==> src/rtl/tow_pkg.sv <==
`timescale 1ns/1ps
package tow_pkg;
    typedef enum logic [1:0] {
        ST_PLAY      = 2'd0,
        ST_LEFT_WON  = 2'd1,
        ST_RIGHT_WON = 2'd2
    } round_e;

    localparam logic [1:0] WIN_NONE  = 2'b00;
    localparam logic [1:0] WIN_LEFT  = 2'b01;
    localparam logic [1:0] WIN_RIGHT = 2'b10;
endpackage

==> src/rtl/press_divider.sv <==
`timescale 1ns/1ps
module press_divider #(
    parameter int PRESSES_PER_STEP = 10
) (
    input  logic clk,
    input  logic rst_n,
    input  logic clear,
    input  logic enable,
    input  logic press,
    output logic step
);
    localparam int CW = (PRESSES_PER_STEP > 1) ? $clog2(PRESSES_PER_STEP) : 1;
    localparam logic [CW-1:0] LAST = CW'(PRESSES_PER_STEP - 1);

    logic [CW-1:0] cnt;

    assign step = press && enable && (cnt == LAST);

    always_ff @(posedge clk or negedge rst_n) begin
        if (!rst_n)
            cnt <= '0;
        else if (clear)
            cnt <= '0;
        else if (press && enable)
            cnt <= step ? '0 : cnt + 1'b1;
    end

    AST_PRESS_COUNT_RANGE: assert property (@(posedge clk) disable iff (!rst_n)
        cnt <= LAST);
    AST_PRESS_HELD_WHEN_OFF: assert property (@(posedge clk) disable iff (!rst_n)
        (!enable && !clear) |=> $stable(cnt));
endmodule

==> src/rtl/rope_fsm.sv <==
`timescale 1ns/1ps
module rope_fsm
    import tow_pkg::*;
#(
    parameter int LAMPS = 9,
    localparam int PW = $clog2(LAMPS)
) (
    input  logic          clk,
    input  logic          rst_n,
    input  logic          clear,
    input  logic          step_l,
    input  logic          step_r,
    output logic [PW-1:0] pos,
    output logic          frozen,
    output logic [1:0]    winner,
    output logic          win_l,
    output logic          win_r
);
    localparam logic [PW-1:0] CENTER = PW'((LAMPS - 1) / 2);
    localparam logic [PW-1:0] LAST   = PW'(LAMPS - 1);

    round_e        state, state_d;
    logic [PW-1:0] pos_d;

    always_ff @(posedge clk or negedge rst_n) begin
        if (!rst_n) begin
            state <= ST_PLAY;
            pos   <= CENTER;
        end else begin
            state <= state_d;
            pos   <= pos_d;
        end
    end

    always_comb begin
        state_d = state;
        pos_d   = pos;
        win_l   = 1'b0;
        win_r   = 1'b0;
        if (clear) begin
            state_d = ST_PLAY;
            pos_d   = CENTER;
        end else begin
            unique case (state)
                ST_PLAY: begin
                    if (step_l && !step_r) begin
                        pos_d = pos - 1'b1;
                        if (pos == PW'(1)) begin
                            state_d = ST_LEFT_WON;
                            win_l   = 1'b1;
                        end
                    end else if (step_r && !step_l) begin
                        pos_d = pos + 1'b1;
                        if (pos == LAST - 1'b1) begin
                            state_d = ST_RIGHT_WON;
                            win_r   = 1'b1;
                        end
                    end
                end
                ST_LEFT_WON, ST_RIGHT_WON: ;
                default: state_d = ST_PLAY;
            endcase
        end
    end

    always_comb begin
        frozen = 1'b0;
        winner = WIN_NONE;
        unique case (state)
            ST_PLAY: ;
            ST_LEFT_WON: begin
                frozen = 1'b1;
                winner = WIN_LEFT;
            end
            ST_RIGHT_WON: begin
                frozen = 1'b1;
                winner = WIN_RIGHT;
            end
            default: ;
        endcase
    end

    AST_ONE_LAMP_STEP: assert property (@(posedge clk) disable iff (!rst_n)
        !clear |=> (pos == $past(pos) || pos == $past(pos) + 1'b1 || pos + 1'b1 == $past(pos)));
    AST_FROZEN_HOLD: assert property (@(posedge clk) disable iff (!rst_n)
        (state != ST_PLAY && !clear) |=> ($stable(pos) && $stable(state)));
    AST_LEFT_AT_END: assert property (@(posedge clk) disable iff (!rst_n)
        (state == ST_LEFT_WON) |-> (pos == '0));
    AST_RIGHT_AT_END: assert property (@(posedge clk) disable iff (!rst_n)
        (state == ST_RIGHT_WON) |-> (pos == LAST));
    AST_TIE_CANCELS: assert property (@(posedge clk) disable iff (!rst_n)
        (state == ST_PLAY && step_l && step_r && !clear) |=> $stable(pos));
    AST_RESTART_CENTRE: assert property (@(posedge clk) disable iff (!rst_n)
        clear |=> (pos == CENTER && state == ST_PLAY));
endmodule

==> src/rtl/win_tally.sv <==
`timescale 1ns/1ps
module win_tally #(
    parameter int MAX_COUNT = 9
) (
    input  logic       clk,
    input  logic       rst_n,
    input  logic       clear,
    input  logic       win,
    output logic [3:0] count
);
    localparam logic [3:0] TOP = 4'(MAX_COUNT);

    always_ff @(posedge clk or negedge rst_n) begin
        if (!rst_n)
            count <= '0;
        else if (clear)
            count <= '0;
        else if (win && count != TOP)
            count <= count + 1'b1;
    end

    AST_TALLY_MAX: assert property (@(posedge clk) disable iff (!rst_n)
        count <= TOP);
    AST_TALLY_STEP: assert property (@(posedge clk) disable iff (!rst_n)
        (win && !clear && count < TOP) |=> (count == $past(count) + 1'b1));
    AST_TALLY_CLEAR: assert property (@(posedge clk) disable iff (!rst_n)
        clear |=> (count == '0));
endmodule

==> src/rtl/scan_divider.sv <==
`timescale 1ns/1ps
module scan_divider #(
    parameter int SCAN_DIV = 50000
) (
    input  logic clk,
    input  logic rst_n,
    output logic tick
);
    localparam int CW = (SCAN_DIV > 1) ? $clog2(SCAN_DIV) : 1;
    localparam logic [CW-1:0] LAST = CW'(SCAN_DIV - 1);

    logic [CW-1:0] cnt;

    always_ff @(posedge clk or negedge rst_n) begin
        if (!rst_n) begin
            cnt  <= '0;
            tick <= 1'b0;
        end else if (cnt == LAST) begin
            cnt  <= '0;
            tick <= 1'b1;
        end else begin
            cnt  <= cnt + 1'b1;
            tick <= 1'b0;
        end
    end

    AST_TICK_SINGLE: assert property (@(posedge clk) disable iff (!rst_n)
        tick |=> !tick);
endmodule

==> src/rtl/tug_war_core.sv <==
`timescale 1ns/1ps
module tug_war_core #(
    parameter int LAMPS            = 9,
    parameter int PRESSES_PER_STEP = 10,
    parameter int SCAN_DIV         = 50000,
    localparam int PW = $clog2(LAMPS)
) (
    input  logic             clk,
    input  logic             rst_n,
    input  logic             press_l,
    input  logic             press_r,
    input  logic             round_restart,
    input  logic             clear_all,
    output logic [LAMPS-1:0] lamps,
    output logic             frozen,
    output logic [1:0]       winner,
    output logic [3:0]       tally_l,
    output logic [3:0]       tally_r,
    output logic             scan_tick
);
    logic          restart_any;
    logic          step_l, step_r;
    logic          win_l, win_r;
    logic [PW-1:0] pos;

    assign restart_any = round_restart || clear_all;

    press_divider #(.PRESSES_PER_STEP(PRESSES_PER_STEP)) u_div_l (
        .clk(clk), .rst_n(rst_n), .clear(restart_any),
        .enable(!frozen), .press(press_l), .step(step_l)
    );

    press_divider #(.PRESSES_PER_STEP(PRESSES_PER_STEP)) u_div_r (
        .clk(clk), .rst_n(rst_n), .clear(restart_any),
        .enable(!frozen), .press(press_r), .step(step_r)
    );

    rope_fsm #(.LAMPS(LAMPS)) u_rope (
        .clk(clk), .rst_n(rst_n), .clear(restart_any),
        .step_l(step_l), .step_r(step_r), .pos(pos),
        .frozen(frozen), .winner(winner), .win_l(win_l), .win_r(win_r)
    );

    win_tally u_tally_l (
        .clk(clk), .rst_n(rst_n), .clear(clear_all), .win(win_l), .count(tally_l)
    );

    win_tally u_tally_r (
        .clk(clk), .rst_n(rst_n), .clear(clear_all), .win(win_r), .count(tally_r)
    );

    scan_divider #(.SCAN_DIV(SCAN_DIV)) u_scan (
        .clk(clk), .rst_n(rst_n), .tick(scan_tick)
    );

    for (genvar i = 0; i < LAMPS; i++) begin : g_lamp
        assign lamps[i] = (pos == PW'(i));
    end

    AST_LAMP_ONEHOT: assert property (@(posedge clk) disable iff (!rst_n)
        $countones(lamps) == 1);
    AST_FROZEN_TALLY_HOLD: assert property (@(posedge clk) disable iff (!rst_n)
        (frozen && !clear_all) |=> ($stable(tally_l) && $stable(tally_r)));
endmodule

==> config.mk <==
export PLATFORM = sky130hd
export DESIGN_NAME = tug_war_core
export DESIGN_NICKNAME = d
export VERILOG_FILES = /design/src/rtl/tow_pkg.sv /design/src/rtl/press_divider.sv /design/src/rtl/rope_fsm.sv /design/src/rtl/win_tally.sv /design/src/rtl/scan_divider.sv /design/src/rtl/tug_war_core.sv
export SDC_FILE = /design/constraint.sdc
export NUM_CORES = 1
export LEC_CHECK = 0
export BUFFER_PORTS_ARGS = -buffer_cell sky130_fd_sc_hd__buf_2
export CAP_MARGIN = 20
export CORE_MARGIN = 2
export CORE_UTILIZATION = 58
export CTS_CLUSTER_DIAMETER = 60
export CTS_CLUSTER_SIZE = 24
export DETAILED_ROUTE_END_ITERATION = 16
export GPL_TIMING_DRIVEN = 0
export PLACE_DENSITY = 0.9
export SLEW_MARGIN = 0
export SYNTH_ARGS = -nofsm -noshare
export SYNTH_HDL_FRONTEND = slang
export SYNTH_SLANG_ARGS = --single-unit
==> constraint.sdc <==
create_clock -name clk -period 3.28 [get_ports clk]
set_input_delay 0.82 -clock clk [delete_from_list [all_inputs] [get_ports clk]]
set_output_delay 0.82 -clock clk [all_outputs]
set_load 0.02 [all_outputs]
== Word-level counts from Yosys, hierarchy flattened ==
Cells that the tools add are included.

* $add $sub $neg: 7
* Eq/ne operators: 19
* Reduce and logical (&&, ||, !) cells: 23
* Muxes and demuxes: 33

{| class="wikitable"
|+ Operator list
! operator !! count
|-
| 2-to-1 mux 4 bit || 14
|-
| adder 4 x 1 -> 4 bit, second input constant || 5
|-
| adder 16 x 1 -> 16 bit, second input constant || 1
|-
| equality test 16 bit, second input constant || 1
|-
| equality test 4 x 3 -> 1 bit, second input constant || 4
|-
| 2-to-1 mux 16 bit || 1
|-
| equality test 4 bit, second input constant || 3
|-
| != test 4 bit, second input constant || 3
|-
| 2-to-1 mux 1 bit || 11
|-
| 2-to-1 mux 2 bit || 5
|-
| nonzero test 2 bit || 5
|-
| equality test 4 x 2 -> 1 bit, second input constant || 2
|-
| logical AND 1 bit || 8
|-
| case mux 2 bit (2 select lines) || 2
|-
| equality test 4 x 1 -> 1 bit, second input constant || 1
|-
| logical NOT 4 bit || 1
|-
| != test 4 x 2 -> 1 bit, second input constant || 1
|-
| != test 4 x 3 -> 1 bit, second input constant || 1
|-
| AND reduction 4 bit || 1
|-
| subtractor 4 x 1 -> 4 bit, second input constant || 1
|-
| logical NOT 1 bit || 3
|-
| nonzero test 3 bit || 1
|-
| equality test 2 x 1 -> 1 bit, second input constant || 1
|-
| equality test 2 bit, second input constant || 1
|-
| other kinds (5) || 5
|}

* Logic and storage cells: 90
* Register bits: 39

== Depth between registers and ports, before layout ==
Gate-level depths: netlist of run 1.

* Depth after elaboration: 15
* Gate-level depth with buffers: 11
* Mapped depth without buffers: 10

== Modules after synthesis ==
Synthesis of run 1 repeated with hierarchy kept, for this count alone.

* Cells, all modules: 231
* Area total of the unflattened synthesis: 2344.7 um^2

{| class="wikitable"
|+ Modules (own cells, without submodules)
! module !! sequential area each (um^2) !! times used !! area an instance (um^2) !! cells each
|-
| scan_divider || 425.4 || 1 || 787.0 || 68
|-
| rope_fsm || 151.4 || 1 || 526.8 || 56
|-
| press_divider || 100.1 || 2 || 232.7 || 26
|-
| win_tally || 100.1 || 2 || 232.7 || 22
|-
| tug_war_core || 0.0 || 1 || 100.1 || 11
|}

== Worst setup path before layout of run 1 ==
OpenSTA, ideal clock, no wires.

* Path kind: register to register
* Start point: reg u_rope.state[0]
* End point: reg u_tally_r.count[2]
* Arrival time: 2849 ps
* Period minus slack after synthesis: 2927 ps
* Stages on the path, launching flop included: 11
* Setup slack: 353 ps
* Required time: 3202 ps
* Library setup time: 78 ps
* Path buffers: 0
* Cells stage by stage: dfrtp_1 -> inv_1 -> ha_1 -> nand2b_1 -> nor3_1 -> inv_1 -> ha_1 -> and4bb_1 -> o2111ai_2 -> or3b_2 -> a21oi_1

* Longest elaborated chain between the ends: 14
* Elaborated cells on any way between the ends: 20
* Classes of those cells: 2 x eq/ne; 5 x mux; 13 x reduce/logical

{| class="wikitable"
|+ Ends and longest elaborated chain
! item !! RTL line !! text
|-
| start: declaration || rope_fsm.sv:22 || <nowiki>round_e state, state_d;</nowiki>
|-
| start signal: assignment || rope_fsm.sv:30 || <nowiki>state <= state_d;</nowiki>
|-
| equality test 2 x 1 -> 1 bit or equality test 2 bit (tied branches) || rope_fsm.sv:69 || <nowiki>unique case (state)</nowiki>
|-
| OR reduction 2 bit (no source line) (*) || - ||
|-
| 2-to-1 mux 1 bit (*) || rope_fsm.sv:69 ||
|-
| named net frozen || tug_war_core.sv:15 || <nowiki>output logic frozen,</nowiki>
|-
| logical NOT 1 bit (*) || tug_war_core.sv:30, tug_war_core.sv:35 ||
|-
| logical AND 1 bit (2 in series) || press_divider.sv:17 || <nowiki>assign step = press && enable && (cnt == LAST);</nowiki>
|-
| logical NOT 1 bit || rope_fsm.sv:52 || <nowiki>end else if (step_r && !step_l) begin</nowiki>
|-
| logical AND 1 bit || rope_fsm.sv:52 ||
|-
| 2-to-1 mux 1 bit || rope_fsm.sv:52 ||
|-
| 2-to-1 mux 1 bit (*) || rope_fsm.sv:46 || <nowiki>if (step_l && !step_r) begin</nowiki>
|-
| 2-to-1 mux 1 bit (*) || rope_fsm.sv:44 || <nowiki>unique case (state)</nowiki>
|-
| 2-to-1 mux 1 bit (*) || rope_fsm.sv:40 || <nowiki>if (clear) begin</nowiki>
|-
| logical AND 1 bit (*) || win_tally.sv:18 || <nowiki>else if (win && count != TOP)</nowiki>
|-
| nonzero test 2 bit (no source line) (*) || - ||
|-
| end signal: assignment || win_tally.sv:19 || <nowiki>count <= count + 1'b1;</nowiki>
|-
| end: declaration || win_tally.sv:9 || <nowiki>output logic [3:0] count</nowiki>
|}

Mark *: on every way through the listed nets, which the timed path passes. The rest lies on a longest branch.
A chain may end at the register's enable or synchronous reset.

== Final worst setup path of run 1 ==
* Start point: reg u_rope.state[0]
* End point: reg u_tally_r.count[2]

* Longest elaborated chain between the ends: 14
* Elaborated cells on any way between the ends: 20
* Classes of those cells: 2 x eq/ne; 5 x mux; 13 x reduce/logical

{| class="wikitable"
|+ Ends and longest elaborated chain
! item !! RTL line
|-
| equality test 2 x 1 -> 1 bit or equality test 2 bit (tied branches) || rope_fsm.sv:69
|-
| OR reduction 2 bit (no source line) || -
|-
| 2-to-1 mux 1 bit || rope_fsm.sv:69
|-
| logical NOT 1 bit || tug_war_core.sv:30, tug_war_core.sv:35
|-
| logical AND 1 bit (2 in series) || press_divider.sv:17
|-
| logical NOT 1 bit || rope_fsm.sv:52
|-
| logical AND 1 bit || rope_fsm.sv:52
|-
| 2-to-1 mux 1 bit || rope_fsm.sv:52
|-
| 2-to-1 mux 1 bit || rope_fsm.sv:46
|-
| 2-to-1 mux 1 bit (*) || rope_fsm.sv:44
|-
| 2-to-1 mux 1 bit (*) || rope_fsm.sv:40
|-
| logical AND 1 bit (*) || win_tally.sv:18
|-
| nonzero test 2 bit (no source line) (*) || -
|}

Mark *: on every way between the ends. The rest lies on a longest branch, timed or not.

==> flow_summary.json, run 1 <==
{
  "outcome": "complete, no violations",
  "yosys_most_used_dff": "dfrtp_1",
  "wl_mm": 4.36,
  "die_y_um": 66.9,
  "slew_headroom_pct": 43.7,
  "insertion_delay_ns": 0.29,
  "drv_cap": 0,
  "synth_area_sq_um": 2290,
  "async_flop_share_pct": 100,
  "clockBufferDepth": 2,
  "preCtsSetupSlack_ns": -0.0400,
  "ir_drop_v": 0.000201,
  "setup_tns_ns": 0,
  "clkSinkCount": 39,
  "cts_hold_buf": 0,
  "cp_num_buf_inv": 2,
  "arrival_ns": 3.31,
  "p_leak_nw": 1.17,
  "nNetsFinal": 297,
  "post-route-period-util_pct": 94.3,
  "dr.first_iter.drc_count": 112,
  "synth_edf_count": 0,
  "path_class": "flip-flop to flip-flop",
  "yosys_warnings": 0,
  "worstMarginPinSlew_ns": 0.844,
  "final_util_pct": 70.4,
  "io_pins": 27,
  "finalNonFillerCells": 322,
  "period_needed_ns": 3.09,
  "cp_max_fo": 9,
  "syn-num-nets": 264,
  "antenna_left": 0,
  "hold_path.class": "flip-flop to flip-flop",
  "required_ns": 3.49,
  "drive_above_1_share_pct": 20.1,
  "p_sw_share_pct": 22.6,
  "initial_core_util_pct": 61.6,
  "ys_types": 48,
  "setup_violations": 0,
  "gp_congestion": 0.807,
  "fmax_ghz": 0.323,
  "port_buffers": 26,
  "htree_levels": 2,
  "critPathLaunch": "u_rope.state[0]$_DFFE_PN0P_",
  "vias": 1806,
  "grt_max_degree": 40,
  "drtPass1Iterations": 4,
  "power_density_nw_per_um2": 340,
  "die_area_sq_um": 4470,
  "grt_pass1_wl_mm": 7.41,
  "rows": 22,
  "root_buffer": "clkbuf_8",
  "synth-seq-cells": 39,
  "fin_ws_ns": 0.188,
  "p_int_mw": 0.689,
  "cts_tree": "done",
  "reg2reg_from": "u_rope.state[0]$_DFFE_PN0P_",
  "crit_slowest_cell": "or3b_2",
  "grt_usage_pct": 22.3,
  "clk_pin_slew_worst_paths_ns": 0.08,
  "endpoint_kind": "flip-flop",
  "place_hpwl_mm": 3.09,
  "die_w_um": 66.9,
  "seq_power_share_pct": 54.5,
  "clkPwrFrac_pct": 40.2,
  "syn_area_per_cell_sq_um": 9.55,
  "worstSetupStartpointType": "flip-flop",
  "slowest_delay_ns": 0.52,
  "p_switching_mw": 0.201,
  "drv_slew": 0,
  "drc": 0,
  "skew_ns": 0.00493,
  "yosysSeqAreaShare_pct": 42.7,
  "post_drt_wl_per_cell_um": 13.5,
  "cp_top_family": "simple AND/OR/NAND/NOR gates",
  "finalHoldViolations": 0,
  "place_inst": 314,
  "synthCells": 240,
  "hold_start": "u_scan.cnt[0]$_DFF_PN0_",
  "coreArea_sq_um": 3720,
  "rsz0062_at_grt": "false",
  "grt_pass1_vias": 1729,
  "power_frac_comb_pct": 5.3,
  "cp_cell_sequence": "inv_1, ha_2, nand2b_1, clkbuf_1, nor3_2, ha_1, and4bb_2, o2111ai_2, or3b_2, a21oi_1",
  "grt-ovfl-total": 0,
  "cts_buffers": 5,
  "antenna_cells": 0,
  "antenna_found_initial": 0,
  "area_growth_pct": 14.3,
  "vias_per_cell": 5.61,
  "power_mw": 0.891
}
[sequential cells by signal, summed over array words and instances, names as in the netlist]
| name | flops |
|---|---|
| u_scan.cnt | 16 |
| u_tally_l.count | 4 |
| u_rope.pos | 4 |
| u_div_r.cnt | 4 |
| u_tally_r.count | 4 |
| u_div_l.cnt | 4 |
| u_rope.state | 2 |
| u_scan.tick | 1 |
[power by group through the flow]
stage | registers [mW] | logic [mW] | clock network (mW)
final | 0.485 | 0.0471 | 0.358
after floorplan | 0.494 | 0.0250 | 0
after global routing | 0.486 | 0.0535 | 0.383
after detailed placement | 0.495 | 0.0460 | 0
after global placement | 0.495 | 0.0443 | 0
after CTS | 0.485 | 0.0466 | 0.363
[layer usage]
layer	track usage (%)	wire length, um	share of wire [%]
met5	0	0	0
met4	6.89	61	1.4
met3	5.74	159	3.7
met2	40.1	2260	52
met1	25.9	1880	43
[Yosys cell counts, drive strengths merged, types with 4 or more instances]
| cell | n | area share, % |
|---|---|---|
| clkbuf | 4 | 0.71 |
| nor3 | 7 | 1.5 |
| xnor2 | 10 | 3.8 |
| and2 | 11 | 3.0 |
| or3 | 8 | 2.2 |
| dfrtp | 38 | 42 |
| inv | 16 | 2.6 |
| o21ai | 10 | 2.2 |
| nand3 | 6 | 1.3 |
| nand2b | 4 | 1.1 |
| nand2 | 23 | 4.0 |
| xor2 | 7 | 2.7 |
| nand4 | 5 | 1.4 |
| nor2 | 20 | 3.3 |
| ha | 18 | 9.8 |
| a21oi | 16 | 3.7 |
[final cells by class]
cell class | instances | area [sq um]
plain buffers | 5 | 23.8
clock buffers | 8 | 100
fillers | 275 | 1100
inverters | 16 | 60.1
multi-input cells | 180 | 1270
flip-flops and latches | 39 | 977
well taps | 48 | 60.1
repair buffers | 26 | 130
[final timing paths]
check	slack, ns	end	cells after the start
worst max-delay path	0.19	u_tally_r.count[2]$_DFFE_PN0P_	10
worst min-delay path	0.49	u_scan.cnt[0]$_DFF_PN0_	1
worst max register to register	0.19	u_tally_r.count[2]$_DFFE_PN0P_	10
worst min register to register	0.49	u_scan.cnt[0]$_DFF_PN0_	1
max in group asynchronous	2.12	u_div_r.cnt[3]$_DFFE_PN0P_	1
min in group asynchronous	0.63	u_tally_l.count[1]$_DFFE_PN0P_	1
[layout by cell type, fill, tap and decap left out, types with 3 or more instances in the layout]
cell type / Yosys / routed
dfrtp_1: 38 / 38
nand2_1: 21 / 21
nor3_1: 7 / 5
nand2b_1: 4 / 3
a21oi_1: 15 / 15
nand4_1: 5 / 5
nand3_1: 6 / 6
xor2_1: 7 / 7
nor2_1: 20 / 20
inv_1: 16 / 16
ha_1: 18 / 17
and2_1: 11 / 11
clkbuf_8: 0 / 7
xnor2_1: 10 / 10
clkbuf_1: 3 / 4
or3_1: 8 / 8
buf_2: 0 / 26
o21ai_0: 10 / 10
nand3b_1: 3 / 3
[repair_timing]
item | CTS | global route
gates resized for setup | 2 | 6
endpoints found under the setup margin | 4 | 8
pin swaps | 0 | 1
setup buffers | 0 | 0
[metrics by stage]
stage	hold WS, ns	cell area, sq um
3_5_place_dp	0.482	2480
2_1_floorplan	0.455	2290
4_1_cts	0.492	2590
5_1_grt	0.526	2620
3_3_place_gp	0.477	2480
6_report	0.491	2620
[kinds of logic (layout without fill, tap and decap cells)]
logic type / Yosys count / in the layout / share of synthesized area, %
AO/OA/AOI/OAI: 38 / 38 / 10.4
adder cells (fa/ha/maj): 18 / 18 / 9.83
multiplexers: 1 / 1 / 0.437
XOR/XNOR: 17 / 17 / 6.50
AND/OR/NAND/NOR: 106 / 106 / 26.5
buffers and inverters: 21 / 55 / 3.66
flip-flops: 39 / 39 / 42.7
No activity file was read; power rests on OpenSTA's default activity.
==> run 2, diff against run 1 <==
- CORE_MARGIN: 2 -> not set
- CORE_UTILIZATION: 58 -> 60
- PLACE_DENSITY: 0.9 -> 0.93
- clock period: 3.28 -> 3.7 ns (I/O delays scaled with it)
==> run 2 against run 1 <==
Count of clock-buffer cells in the layout fell by 2. Clock skew is 0.0039 ns higher. Largest cell class unchanged. Sequential power shrank 11%. First-iteration DRC count fell by 26%. Wire length is 2.5% higher. Setup slack improved by 0.080 ns. Global-route usage increased by 2.5 points. Highest routed layer unchanged. Die area down 8.9%. Core utilization grew 0.85 points.
==> flow_summary.json, run 2 (synthesis results as in run 1) <==
{
  "outcome": "complete, no violations",
  "path_class": "flip-flop to flip-flop",
  "post_drt_wl_per_cell_um": 13.9,
  "hold_start": "u_scan.cnt[0]$_DFF_PN0_",
  "worstMarginPinSlew_ns": 0.844,
  "finalInstanceArea_sq_um": 2610,
  "ir_drop_v": 0.000315,
  "regMostFlops": "u_scan.cnt",
  "clockBufferDepth": 2,
  "power_density_nw_per_um2": 321,
  "finalHoldViolations": 0,
  "initial_core_util_pct": 62.6,
  "cp-endpoint": "u_rope.state[0]$_DFFE_PN0P_",
  "worstReg2RegEnd": "u_rope.state[0]$_DFFE_PN0P_",
  "place_hpwl_mm": 3.16,
  "grt_pass1_vias": 1779,
  "reg2reg_from": "u_rope.state[0]$_DFFE_PN0P_",
  "gp_congestion": 0.777,
  "final_cell_mix": "dfrtp_1, buf_2, nand2_1",
  "clkSinkCount": 39,
  "power_mw": 0.839,
  "root_buffer": "clkbuf_8",
  "cts_hold_buf": 0,
  "n_fill_cell": 259,
  "area_growth_pct": 13.9,
  "largest_reg_flops": 16,
  "drv_slew": 0,
  "rrSetupSlack_ns": 0.27,
  "wl_mm": 4.46,
  "setup_tns_ns": 0,
  "htree_levels": 2,
  "antenna_found_initial": 0,
  "coreArea_sq_um": 3660,
  "clk_pin_slew_worst_paths_ns": 0.08,
  "arrival_ns": 3.67,
  "holdWs_ns": 0.491,
  "cp_max_fo": 9,
  "required_ns": 3.94,
  "vias_per_cell": 5.67,
  "postPlaceCellArea_sq_um": 2480,
  "grt-ovfl-total": 0,
  "nNetsFinal": 297,
  "skew_ns": 0.00879,
  "drv_cap": 0,
  "insertion_delay_ns": 0.29,
  "drtPass1Iterations": 4,
  "grt_max_degree": 40,
  "cts_buffers": 5,
  "drc": 0,
  "rows": 22,
  "p_leak_nw": 1.18,
  "period_needed_ns": 3.43,
  "post_cts_buffers": 0,
  "post_cts_resized": 0,
  "antenna_left": 0,
  "vias": 1827,
  "cts_tree": "done",
  "critPathLaunch": "u_rope.state[0]$_DFFE_PN0P_",
  "worstSetupStartpointType": "flip-flop",
  "slew_headroom_pct": 43.7,
  "port_buffers": 26,
  "endpoint_kind": "flip-flop",
  "die_y_um": 63.8,
  "die_area_sq_um": 4070,
  "grt_pass1_wl_mm": 7.76,
  "grt_usage_pct": 24.8,
  "fmax_ghz": 0.291,
  "antenna_cells": 0,
  "setup_violations": 0,
  "preCtsSetupSlack_ns": 0.236,
  "drive_above_1_share_pct": 19.0,
  "hold_path.class": "flip-flop to flip-flop",
  "fin_ws_ns": 0.268,
  "dr.first_iter.drc_count": 83,
  "rsz0062_at_grt": "false",
  "r2r_cells": 10,
  "post-route-period-util_pct": 92.8,
  "layout_commonest_cell": "dfrtp_1",
  "io_pins": 27,
  "die_w_um": 63.8
}
-- run 2: cell count changes in the layout (fill, tap and decap cells not counted), sizes merged --
cell    before  now
clkbuf      12   10
clkinv       0    1
bufinv       0    1
-- run 2: how the worst min path moves through the flow --
stage	endpoint	slack [ns]	cells after the start
detailed placement	u_scan.cnt[0]$_DFF_PN0_	0.48	1
global placement	u_scan.cnt[0]$_DFF_PN0_	0.48	1
floorplan	u_scan.cnt[0]$_DFF_PN0_	0.45	1
finish	u_scan.cnt[0]$_DFF_PN0_	0.49	1
CTS	u_scan.cnt[0]$_DFF_PN0_	0.49	1
global route	u_scan.cnt[0]$_DFF_PN0_	0.52	1
-- run 2: power breakdown --
| part | leakage (nW) | switching (mW) | internal, mW |
|---|---|---|---|
| registers | 0.526 | 0.00238 | 0.428 |
| clock network | 0.0612 | 0.149 | 0.218 |
| logic | 0.591 | 0.0291 | 0.0120 |
-- run 2: routing by layer --
layer | track usage, % | vias up | routed length (um)
met2 | 44.0 | 42 | 2270
met1 | 28.7 | 873 | 1930
met4 | 10.2 | 0 | 108
li1 | - | 900 | -
met3 | 5.54 | 12 | 157
met5 | 0 | - | 0
-- run 2: final cells by class --
type | instances | area [sq um] | share of cell area, %
multi-input cells | 180 | 1240 | 47.6
flip-flops and latches | 39 | 977 | 37.4
repair buffers | 26 | 130 | 4.99
clock buffers | 6 | 82.6 | 3.16
inverters | 16 | 60.1 | 2.30
well taps | 48 | 60.1 | 2.30
clock inverters | 2 | 35.0 | 1.34
plain buffers | 5 | 23.8 | 0.911
-- run 2: metrics by stage --
step	utilization, %	cells
global placement	67.8	314
finish	71.3	322
CTS	71.0	322
detailed placement	67.8	314
global route	71.3	322
floorplan	-	240
-- run 2: worst max-delay path, stage by stage, from the launching register on --
cell and delay (ns):
dfrtp_1 0.39, inv_1 0.07, ha_1 0.40, nand2b_1 0.18, clkbuf_1 0.17, nor3_1 0.48
ha_1 0.39, nor4bb_2 0.57, o21ai_0 0.29, a21oi_1 0.22, o221a_2 0.20
